File: src/rtl/restart_pkg.sv
package restart_pkg;
  localparam int STAGE_W = 2;
  localparam int RETRY_W = 3;
  localparam logic [STAGE_W-1:0] LAST_STAGE = 2'd3;

  typedef enum logic [1:0] {CH_IDLE, CH_ON, CH_WAIT} chState_t;

  // control -> datapath
  typedef struct packed {
    logic clrSched;
    logic advSched;
    logic clrDelay;
    logic incDelay;
    logic clrLow;
    logic incLow;
  } schedStrobe_t;

  // datapath -> control
  typedef struct packed {
    logic delayDone;
    logic lowExpired;
  } schedStatus_t;
endpackage

File: src/rtl/restart_dp.sv
module restart_dp
  import restart_pkg::*;
#(
  parameter int BASE_DELAY = 10,
  parameter int LOW_TICKS  = 2
) (
  input  logic               clk,
  input  logic               rstN,
  input  schedStrobe_t       strobe,
  output schedStatus_t       status,
  output logic [STAGE_W-1:0] stage,
  output logic [RETRY_W-1:0] retry
);
  localparam int DLY_W = $clog2(BASE_DELAY * 8);
  localparam int LOW_W = $clog2(LOW_TICKS + 1);

  logic [DLY_W-1:0] delayCnt;
  logic [LOW_W-1:0] lowCnt;
  logic [DLY_W:0]   curDelay;

  assign curDelay = (DLY_W+1)'(BASE_DELAY) << stage;
  assign status.delayDone  = ({1'b0, delayCnt} == (curDelay - 1'b1));
  assign status.lowExpired = (lowCnt == LOW_W'(LOW_TICKS));

  always_ff @(posedge clk) begin
    if (!rstN) begin
      stage <= '0;
      retry <= '0;
    end else if (strobe.clrSched) begin
      stage <= '0;
      retry <= '0;
    end else if (strobe.advSched) begin
      retry <= retry + 3'd1;
      if (retry == 3'd7 && stage != LAST_STAGE) stage <= stage + 2'd1;
    end
  end

  always_ff @(posedge clk) begin
    if (!rstN || strobe.clrDelay) delayCnt <= '0;
    else if (strobe.incDelay)     delayCnt <= delayCnt + 1'b1;
  end

  always_ff @(posedge clk) begin
    if (!rstN || strobe.clrLow) lowCnt <= '0;
    else if (strobe.incLow)     lowCnt <= lowCnt + 1'b1;
  end
endmodule

File: src/rtl/restart_ctrl.sv
module restart_ctrl
  import restart_pkg::*;
(
  input  logic         clk,
  input  logic         rstN,
  input  logic         fallbackOn,
  input  logic         tick,
  input  logic         pinIn,
  input  logic         fault,
  input  schedStatus_t status,
  output schedStrobe_t strobe,
  output logic         en
);
  chState_t state, stateNxt;

  always_comb begin
    stateNxt = state;
    strobe   = '0;
    if (!fallbackOn) begin
      stateNxt        = CH_IDLE;
      strobe.clrSched = 1'b1;
      strobe.clrDelay = 1'b1;
      strobe.clrLow   = 1'b1;
    end else if (!pinIn) begin
      stateNxt        = CH_IDLE;
      strobe.clrDelay = 1'b1;
      if (tick) begin
        if (status.lowExpired) strobe.clrSched = 1'b1;
        else                   strobe.incLow   = 1'b1;
      end
    end else begin
      strobe.clrLow = 1'b1;
      unique case (state)
        CH_IDLE: stateNxt = CH_ON;
        CH_ON: if (fault) begin
          stateNxt        = CH_WAIT;
          strobe.clrDelay = 1'b1;
        end
        CH_WAIT: if (tick) begin
          if (status.delayDone) begin
            stateNxt        = CH_ON;
            strobe.advSched = 1'b1;
            strobe.clrDelay = 1'b1;
          end else begin
            strobe.incDelay = 1'b1;
          end
        end
        default: stateNxt = CH_IDLE;
      endcase
    end
  end

  always_ff @(posedge clk) begin
    if (!rstN) state <= CH_IDLE;
    else       state <= stateNxt;
  end

  // turn-off paths are combinational; turn-on waits for the registered state
  assign en = (state == CH_ON) && pinIn && fallbackOn && !fault;
endmodule

File: src/rtl/restart_backoff.sv
module restart_backoff
  import restart_pkg::*;
#(
  parameter int NUM_CH     = 2,
  parameter int BASE_DELAY = 10,
  parameter int LOW_TICKS  = 2
) (
  input  logic                    clk,
  input  logic                    rstN,
  input  logic                    fallbackOn,
  input  logic                    tick,
  input  logic [NUM_CH-1:0]       chanIn,
  input  logic [NUM_CH-1:0]       chanFault,
  output logic [NUM_CH-1:0]       chanEn,
  output logic [2*NUM_CH-1:0]     stageIdx,
  output logic [3*NUM_CH-1:0]     retryIdx
);
  for (genvar i = 0; i < NUM_CH; i++) begin : g_ch
    schedStrobe_t       strobe;
    schedStatus_t       status;
    logic [STAGE_W-1:0] stage;
    logic [RETRY_W-1:0] retry;

    restart_ctrl uCtrl (
      .clk       (clk),
      .rstN      (rstN),
      .fallbackOn(fallbackOn),
      .tick      (tick),
      .pinIn     (chanIn[i]),
      .fault     (chanFault[i]),
      .status    (status),
      .strobe    (strobe),
      .en        (chanEn[i])
    );

    restart_dp #(.BASE_DELAY(BASE_DELAY), .LOW_TICKS(LOW_TICKS)) uDp (
      .clk   (clk),
      .rstN  (rstN),
      .strobe(strobe),
      .status(status),
      .stage (stage),
      .retry (retry)
    );

    assign stageIdx[2*i +: 2] = stage;
    assign retryIdx[3*i +: 3] = retry;
  end
endmodule

File: config.mk
export PLATFORM = sky130hd
export DESIGN_NAME = restart_backoff
export DESIGN_NICKNAME = d
export VERILOG_FILES = /design/src/rtl/restart_pkg.sv /design/src/rtl/restart_dp.sv /design/src/rtl/restart_ctrl.sv /design/src/rtl/restart_backoff.sv
export SDC_FILE = /design/constraint.sdc
export NUM_CORES = 1
export LEC_CHECK = 0
export CAP_MARGIN = 20
export CORE_UTILIZATION = 30
export CTS_CLUSTER_DIAMETER = 120
export DETAILED_ROUTE_END_ITERATION = 10
export DONT_BUFFER_PORTS = 1
export PLACE_DENSITY_LB_ADDON = 0.08
export SLEW_MARGIN = 40
export SYNTH_ARGS = -nofsm -noshare
export SYNTH_HDL_FRONTEND = slang
export SYNTH_SLANG_ARGS = --single-unit
File: constraint.sdc
create_clock -name clk -period 2.49 [get_ports clk]
set_input_delay 0.498 -clock clk [delete_from_list [all_inputs] [get_ports clk]]
set_output_delay 0.498 -clock clk [all_outputs]
set_load 0.02 [all_outputs]
==> impl_metrics.yaml, run 1 <==
floorplanning:
  row_count: 30
  die_w_um: 86.5
  core_um2: 6830
  top_level_ports: 20
  die_area_um2: 7490
  initial_core_util_pct: 31.4
  die_y_um: 86.5
sta:
  fmax_mhz: 436
  min_period_ns: 2.29
  finalHoldViolations: 0
  slew_viol_final: 0
  tightest_slew_ns: 0.497
  skew_ns: 0.00299
  finalSetupViolCount: 0
  relSlewSlack_pct: 66.8
  timing.final.crit_share_pct: 92.0
  tns_ns: 0
  grt_setup_unrepaired: "true"
place:
  finalWeightedCongestion: 0.755
  place_area_um2: 2260
  port_buffers: 0
  hpwlAfterDp_mm: 3.48
hold_path:
  worstHoldStart: "chanIn[1]"
  hp-class: "in -> reg"
power:
  design_power_total_w: 0.000987
  leakage_nw: 0.779
  power.density_nw_per_um2: 415
  ir_drop_mv: 0.260
final_layout:
  syn_to_final_growth_pct: 10.9
  drive_gt1_share_pct: 13.9
  finish.utilization_pct: 34.8
  nets: 268
  post-route-cell-area_um2: 2380
  antenna_cells: 0
yosys:
  ys_ff_latch: 32
  yosys.area.top_type: "dfxtp_1"
  yosys-top-cells-count: "dfxtp_1, nor2_1, ha_1"
  syn_nets: 262
  synthCells: 231
  synth_area_per_cell_um2: 9.28
  ys_types: 45
  synth_area_um2: 2140
  synthArstFlopShare_pct: 0
  synthTopCellsByArea: "dfxtp_1, ha_1, xnor2_1"
  synth_top_flop_cell: "dfxtp_1"
  yosysSeqAreaShare_pct: 29.9
  synth_edf_count: 0
  synth_most_common_cell: "dfxtp_1"
  ys_warn_count: 0
  synth.top_cell.area_share_pct: 29.9
worst_setup_path:
  crit_start: "g_ch[0].uDp.stage[0]$_SDFFE_PP0P_"
  endpoint_kind: "flop"
  cp-start-kind: "flop"
  cp.arrival_ns: 2.46
  r2r_start: "g_ch[0].uDp.stage[0]$_SDFFE_PP0P_"
  critPathRequiredTime_ns: 2.66
  setup.worst_path.class: "reg -> reg"
  cp_max_fo: 4
drt:
  remaining_drc_errors: 0
  wl_per_cell_um: 13.3
  dr.pass1.iters: 4
  detail-route-antenna-nets: 0
  wirelength_mm: 4.44
  drt_iter0_markers: 59
  routed_via_density: 4.80
  num_vias: 1599
clocking:
  clock-sinks: 32
  clk_latency_ns: 0.28
  cts_setup_buffers: 0
  clk_pin_slew_ns: 0.07
  cts_tree: "done"
  numCtsBuffers: 5
  cts-root-buf: "clkbuf_8"
  cts_max_level: 2
  cts_buffer_depth: 2
global_routing:
  antenna_found_initial: 0
  overflow: 0
  grt_max_degree: 11
  grt_pass1_wl_mm: 7.91
  grt_use_total_pct: 13.5
  first_global_vias: 1738
run:
  maxCapViolations: 0
outcome:
  status: "complete, no violations"
critical path, cell delays in order, from the launching register on:
cell	delay (ns)
dfxtp_1	0.34
inv_1	0.09
ha_1	0.25
inv_1	0.06
ha_1	0.29
xor2_1	0.21
nand4_2	0.23
nor4_2	0.43
mux2i_1	0.23
nor2_1	0.05
cells in the final DEF, fill, tap and decap left out, types with 3 or more instances in the layout:
cell and instances:
xnor2_1 19, nor3_1 4, inv_1 17, and4_1 3, nand3b_1 4, a311oi_1 4, nor2_1 30, mux2i_1 8
nand4_1 6, dfxtp_1 32, nand2b_1 4, clkbuf_8 7, buf_4 5, xor2_1 3, ha_1 23, nand3_1 11
nand2_1 9, a31oi_1 4, a21oi_1 7, and3_1 3
routing by layer:
layer	vias to the layer above	share of wire [%]	GRT usage [%]
met3	8	3.8	3.81
li1	830	-	-
met1	737	44	15.1
met2	24	49	23.7
met4	0	2.7	6.21
met5	-	0	0
what timing repair did:
action | CTS | global route
hold buffers | 0 | 0
setup endpoints to repair | 0 | 8
gates resized for setup | 0 | 2
cell type report:
cell class | count | area (um2)
multi-input combinational | 176 | 1420
clock buffer | 7 | 96.3
timing repair buffer | 5 | 37.5
fill | 748 | 4460
sequential | 32 | 641
inverter | 17 | 63.8
tap | 96 | 120
where the power goes:
| part | internal [W] | switching [W] | leakage (nW) |
|---|---|---|---|
| combinational | 0.0000140 | 0.0000224 | 0.470 |
| clock | 0.000246 | 0.000187 | 0.0503 |
| sequential | 0.000515 | 0.00000199 | 0.258 |
registers in the layout (all words and copies together) (netlist names):
| signal | cells |
|---|---|
| g_ch.uDp.lowCnt | 4 |
| g_ch.uCtrl.state | 4 |
| g_ch.uDp.stage | 4 |
| g_ch.uDp.delayCnt | 14 |
| g_ch.uDp.retry | 6 |
path summary, 6_finish.rpt:
kind                                        end  slack (ns)  cells past startpoint
max           g_ch[0].uDp.stage[1]$_SDFFE_PP0P_        0.20                      9
min          g_ch[1].uDp.lowCnt[0]$_SDFFE_PP0P_        0.29                      1
max reg2reg   g_ch[0].uDp.stage[1]$_SDFFE_PP0P_        0.20                      9
min reg2reg  g_ch[1].uDp.lowCnt[1]$_SDFFE_PP0P_        0.51                      2
cell families (layout without fill, tap and decap cells):
logic type | Yosys count | count (layout) | synth area share (%)
and+or+nand+nor | 85 | 85 | 22.9
AOI/OAI and AO/OA | 36 | 36 | 14.7
DFF | 32 | 32 | 29.9
xor gates and xnor gates | 24 | 24 | 10.5
adders and majority gates | 23 | 23 | 13.4
buffers and inverters | 23 | 29 | 4.84
muxes | 8 | 8 | 3.74
stage by stage:
step	cells	hold slack [ns]	setup slack, ns
floorplan	231	0.479	0.210
global placement	326	0.498	0.129
detailed placement	326	0.505	0.156
CTS	333	0.278	0.141
global route	333	0.279	-0.0123
finish	333	0.288	0.198
No activity file was read; power rests on OpenSTA's default activity.
==> inputs of run 2 (changes only) <==
Settings changed: CORE_UTILIZATION 30 to 40, RECOVER_POWER from default to 50.
==> run 2 against run 1 <==
Net effect:
- maximum frequency is 1.9% higher
- combinational power down 6.6%
- first-iteration DRC count is 5.1% lower
- sequential power barely moved
- hold slack lost 0.0051 ns
- design area fell by 2.5%
- setup slack improved by 0.042 ns
- largest cell class unchanged
- largest power group unchanged
==> impl_metrics.yaml, run 2 (synthesis gave the netlist of run 1 again) <==
run:
  maxCapViolations: 0
final_layout:
  antenna_cells: 0
  drive_gt1_share_pct: 12.6
  largest-register: "g_ch.uDp.delayCnt"
  layout_common_cells: "dfxtp_1, nor2_1, ha_1"
  post-route-cell-area_um2: 2320
  top_regs: "g_ch.uDp.delayCnt x14, g_ch.uDp.retry x6"
  syn_to_final_growth_pct: 8.11
  largest_register_ffs: 14
  final_common_cell: "dfxtp_1"
  nets: 269
sta:
  tightest_slew_ns: 0.481
  finalSetupViolCount: 0
  fmax_mhz: 444
  tns_ns: 0
  relSlewSlack_pct: 67.9
  min_period_ns: 2.25
  finalHoldViolations: 0
  timing.final.crit_share_pct: 90.4
  grt_setup_unrepaired: "false"
  slew_viol_final: 0
  skew_ns: 0.00618
outcome:
  status: "complete, no violations"
clocking:
  cts_max_level: 2
  hold_buffers: 0
  cts_tree: "done"
  clk_pin_slew_ns: 0.07
  post_cts_resized: 0
  cts_setup_buffers: 0
  numCtsBuffers: 5
  cts_buffer_depth: 2
  clk_latency_ns: 0.29
  clock-sinks: 32
  cts-root-buf: "clkbuf_8"
hold_path:
  worstHoldStart: "chanIn[1]"
  hp-class: "in -> reg"
  hold_depth: 1
  whs_endpoint: "g_ch[1].uDp.lowCnt[0]$_SDFFE_PP0P_"
power:
  leakage_nw: 0.765
  seq_power_share_pct: 51.9
  power.density_nw_per_um2: 429
  clockPowerShare_pct: 44.7
  intPower_w: 0.000774
  design_power_total_w: 0.000995
  p_switching_w: 0.000220
  swShare_pct: 22.2
  ir_drop_mv: 0.221
  combPwrFrac_pct: 3.4
drt:
  routed_via_density: 5.18
  detail-route-antenna-nets: 0
  dr.pass1.iters: 4
  wirelength_mm: 4.07
  wl_per_cell_um: 13.2
  drt_iter0_markers: 56
  remaining_drc_errors: 0
  num_vias: 1596
worst_setup_path:
  cp_slowest_cell: "o41ai_2"
  max_stage_delay_ns: 0.43
  crit_family: "compound AO/OA/AOI/OAI gates"
  crit_buf_inv: 2
  reg2reg_slack_ns: 0.24
  setup.worst_path.class: "reg -> reg"
  reg2reg_depth: 9
  cp-start-kind: "flop"
  cp.arrival_ns: 2.46
  path_cells: "inv_1 -> ha_1 -> inv_1 -> ha_1 -> xor2_1 -> nand4_2 -> o41ai_2 -> a21oi_1 -> a211oi_2"
  cp_max_fo: 4
  endpoint_kind: "flop"
  critPathRequiredTime_ns: 2.70
  r2r_end: "g_ch[0].uCtrl.state[0]$_SDFFE_PN0P_"
  r2r_start: "g_ch[0].uDp.stage[0]$_SDFFE_PP0P_"
place:
  port_buffers: 0
  finalWeightedCongestion: 0.733
  place_area_um2: 2240
  hpwlAfterDp_mm: 3.21
global_routing:
  overflow: 0
  grt_use_total_pct: 17.0
  grt_pass1_wl_mm: 7.18
  antenna_found_initial: 0
  grt_max_degree: 11
  first_global_vias: 1548
floorplanning:
  die_y_um: 75.2
  core_um2: 5140
  initial_core_util_pct: 41.7
  row_count: 26
  top_level_ports: 20
  die_area_um2: 5660
  die_w_um: 75.2
==> run 2: cell types whose count changed in the layout (fill, tap and decap cells not counted), sizes merged <==
| cell | before | now |
|---|---|---|
| buf | 5 | 2 |
| clkbuf | 7 | 11 |
==> run 2: worst max path at each step <==
stage / startpoint / endpoint / cells after the start
global route: g_ch[0].uDp.stage[0]$_SDFFE_PP0P_ / g_ch[0].uCtrl.state[0]$_SDFFE_PN0P_ / 9
detailed placement: g_ch[0].uDp.stage[0]$_SDFFE_PP0P_ / g_ch[0].uDp.retry[2]$_SDFFE_PP0P_ / 9
global placement: g_ch[0].uDp.stage[0]$_SDFFE_PP0P_ / g_ch[0].uCtrl.state[0]$_SDFFE_PN0P_ / 9
floorplan: g_ch[0].uDp.stage[0]$_SDFFE_PP0P_ / g_ch[0].uDp.stage[1]$_SDFFE_PP0P_ / 9
finish: g_ch[0].uDp.stage[0]$_SDFFE_PP0P_ / g_ch[0].uCtrl.state[0]$_SDFFE_PN0P_ / 9
CTS: g_ch[0].uDp.stage[0]$_SDFFE_PP0P_ / g_ch[0].uCtrl.state[0]$_SDFFE_PN0P_ / 9
==> run 2: stage by stage <==
| stage | util (%) | std cells | hold slack [ns] | setup slack (ns) |
|---|---|---|---|---|
| 6_report | 45.1 | 308 | 0.283 | 0.240 |
| 3_5_place_dp | 43.5 | 301 | 0.499 | 0.251 |
| 3_3_place_gp | 43.5 | 301 | 0.501 | 0.276 |
| 2_1_floorplan | - | 231 | 0.479 | 0.210 |
| 5_1_grt | 45.1 | 308 | 0.277 | 0.0566 |
| 4_1_cts | 45.4 | 308 | 0.275 | 0.230 |
==> run 2: area by class of cell <==
cell class | instances | area (um2)
tap | 70 | 87.6
sequential | 32 | 641
fill | 540 | 2820
clock buffer | 7 | 96.3
inverter | 17 | 63.8
multi-input combinational | 176 | 1400
timing repair buffer | 6 | 30.0
==> run 2: metal layers <==
layer | vias up | track usage (%) | share of wire (%)
met5 | - | 0 | 0
met4 | 0 | 5.56 | 1.5
met3 | 6 | 4.42 | 3.3
met2 | 20 | 29.4 | 49
met1 | 736 | 20.5 | 46
li1 | 834 | - | -
==> run 2: power by group through the flow <==
stage | combinational (W) | sequential (W) | clock (W)
after floorplan | 0.0000328 | 0.000528 | 0
after global placement | 0.0000346 | 0.000528 | 0
after detailed placement | 0.0000345 | 0.000528 | 0
after CTS | 0.0000348 | 0.000516 | 0.000457
after global routing | 0.0000394 | 0.000516 | 0.000477
final | 0.0000341 | 0.000516 | 0.000444
==> run 2: worst reg2reg max path, delay by kind of cell (launching register included) <==
kind	cells	cell delay, ns
flip-flops	1	0.33
AND/OR/NAND/NOR	1	0.21
XOR/XNOR	1	0.20
buffers and inverters	2	0.15
AO/OA/AOI/OAI	3	0.76
adder cells (fa/ha/maj)	2	0.53
==> inputs of run 3 (changes only) <==
Clock period 2.49 ns to 2.4 ns, I/O delays scaled along.
==> run 3 against run 2 <==
Net effect:
- first-iteration DRC count is 16% higher
- sequential share of layout area shrank 0.16 points
- clock power grew 16%
- sequential power grew 3.9%
- die area is the same
- global-route usage increased by 0.29 points
- combinational power grew 5%
- critical endpoint is now g_ch[0].uDp.retry[1]$_SDFFE_PP0P_
- largest power group unchanged
==> impl_metrics.yaml, run 3 (synthesis gave the netlist of run 1 again) <==
place:
  hpwlAfterDp_mm: 3.19
  port_buffers: 0
  finalWeightedCongestion: 0.758
  dp_cells: 301
worst_setup_path:
  critPathRequiredTime_ns: 2.58
  cpMostUsedCell: "inv_1"
  cp_slowest_cell: "nor4_4"
  endpoint_kind: "flop"
  crit_buf_inv: 2
  max_stage_delay_ns: 0.45
  cp-start-kind: "flop"
  reg2reg_depth: 9
  path_depth: 9
  crit_family: "simple AND/OR/NAND/NOR gates"
  cp.arrival_ns: 2.40
  setup.worst_path.class: "reg -> reg"
  cp_max_fo: 4
  path_cells: "inv_1 -> ha_2 -> inv_1 -> ha_1 -> xor2_1 -> nand4_2 -> nor4_4 -> mux2i_1 -> nor2_1"
floorplanning:
  core_um2: 5140
  die_w_um: 75.2
  initial_core_util_pct: 41.7
  die_y_um: 75.2
  die_area_um2: 5660
  top_level_ports: 20
  row_count: 26
final_layout:
  layout_common_cells: "dfxtp_1, nor2_1, ha_1"
  drive_gt1_share_pct: 13.0
  final_cells: 309
  final_common_cell: "dfxtp_1"
  antenna_cells: 0
  nets: 269
  syn_to_final_growth_pct: 8.76
  top_regs: "g_ch.uDp.delayCnt x14, g_ch.uDp.retry x6"
  largest-register: "g_ch.uDp.delayCnt"
  largest_register_ffs: 14
global_routing:
  grt_pass1_wl_mm: 7.35
  grt_max_degree: 11
  first_global_vias: 1646
  overflow: 0
  grt_use_total_pct: 17.3
  antenna_found_initial: 0
sta:
  finalHoldViolations: 0
  relSlewSlack_pct: 67.7
  timing.final.crit_share_pct: 92.3
  tightest_slew_ns: 0.483
  min_period_ns: 2.22
  skew_ns: 0.00803
  grt_setup_unrepaired: "false"
  slew_viol_final: 0
  tns_ns: 0
  fmax_mhz: 451
  finalSetupViolCount: 0
drt:
  wl_per_cell_um: 13.2
  detail-route-antenna-nets: 0
  num_vias: 1603
  dr.pass1.iters: 4
  wirelength_mm: 4.09
  drt_iter0_markers: 65
  remaining_drc_errors: 0
  routed_via_density: 5.19
clocking:
  numCtsBuffers: 5
  clk_pin_slew_ns: 0.07
  cts_buffer_depth: 2
  cts_tree: "done"
  cts-root-buf: "clkbuf_8"
  post_cts_resized: 0
  cts_max_level: 2
  clk_latency_ns: 0.29
  clock-sinks: 32
  hold_buffers: 0
  cts_setup_buffers: 0
power:
  ir_drop_mv: 0.320
  power.density_nw_per_um2: 466
  leakage_nw: 0.775
outcome:
  status: "complete, no violations"
run:
  maxCapViolations: 0
hold_path:
  hold_depth: 1
  hp-class: "in -> reg"
run 3: changes by cell type in the layout (fill, tap and decap cells not counted), sizes merged:
| cell | delta |
|---|---|
| clkbuf | -2 |
| buf | +1 |
| bufinv | +1 |
| clkinv | +1 |
run 3: per-stage QoR:
stage	cell area [um2]	setup slack, ns	util (%)	hold slack [ns]	total power [W]
5_1_grt	2330	0.0313	45.4	0.250	0.00114
3_3_place_gp	2240	0.161	43.5	0.494	0.000584
6_report	2330	0.184	45.4	0.259	0.00109
2_1_floorplan	2140	0.120	-	0.479	0.000581
4_1_cts	2340	0.0884	45.6	0.252	0.00110
3_5_place_dp	2240	0.114	43.5	0.496	0.000584
run 3: path summary, 6_finish.rpt:
| kind | from | slack (ns) | endpoint |
|---|---|---|---|
| worst max-delay path | g_ch[0].uDp.stage[0]$_SDFFE_PP0P_ | 0.18 | g_ch[0].uDp.retry[1]$_SDFFE_PP0P_ |
| worst min-delay path | chanIn[0] | 0.26 | g_ch[0].uDp.lowCnt[0]$_SDFFE_PP0P_ |
| worst max register to register | g_ch[0].uDp.stage[0]$_SDFFE_PP0P_ | 0.18 | g_ch[0].uDp.retry[1]$_SDFFE_PP0P_ |
| worst min register to register | g_ch[1].uDp.lowCnt[1]$_SDFFE_PP0P_ | 0.50 | g_ch[1].uDp.lowCnt[1]$_SDFFE_PP0P_ |
run 3: layout make-up:
type,instances,area (um2)
Clock buffer,6,72.6
Clock inverter,2,35.0
Fill cell,550,2810
Inverter,17,63.8
Multi-Input combinational cell,176,1400
Sequential cell,32,641
Tap cell,70,87.6
Timing Repair Buffer,6,33.8
run 3: report_power, final:
part	internal [W]	switching, W	total, W
logic	0.0000136	0.0000221	0.0000357
clock network	0.000308	0.000207	0.000515
registers	0.000534	0.00000202	0.000536
total	0.000855	0.000231	0.00109
run 3: routing by layer:
layer	wire length, um	GRT usage (%)	vias up
li1	-	-	831
met1	1900	20.5	752
met2	2020	30.7	14
met3	121	4.15	6
met4	54	5.56	0
met5	0	0	-
run 3: worst register-to-register path: cells and delay by family (launching register included):
| kind | cells | cell delay [ns] |
|---|---|---|
| xor gates and xnor gates | 1 | 0.20 |
| and+or+nand+nor | 3 | 0.71 |
| adders and majority gates | 2 | 0.50 |
| DFF | 1 | 0.34 |
| muxes | 1 | 0.23 |
| buffers and inverters | 2 | 0.13 |
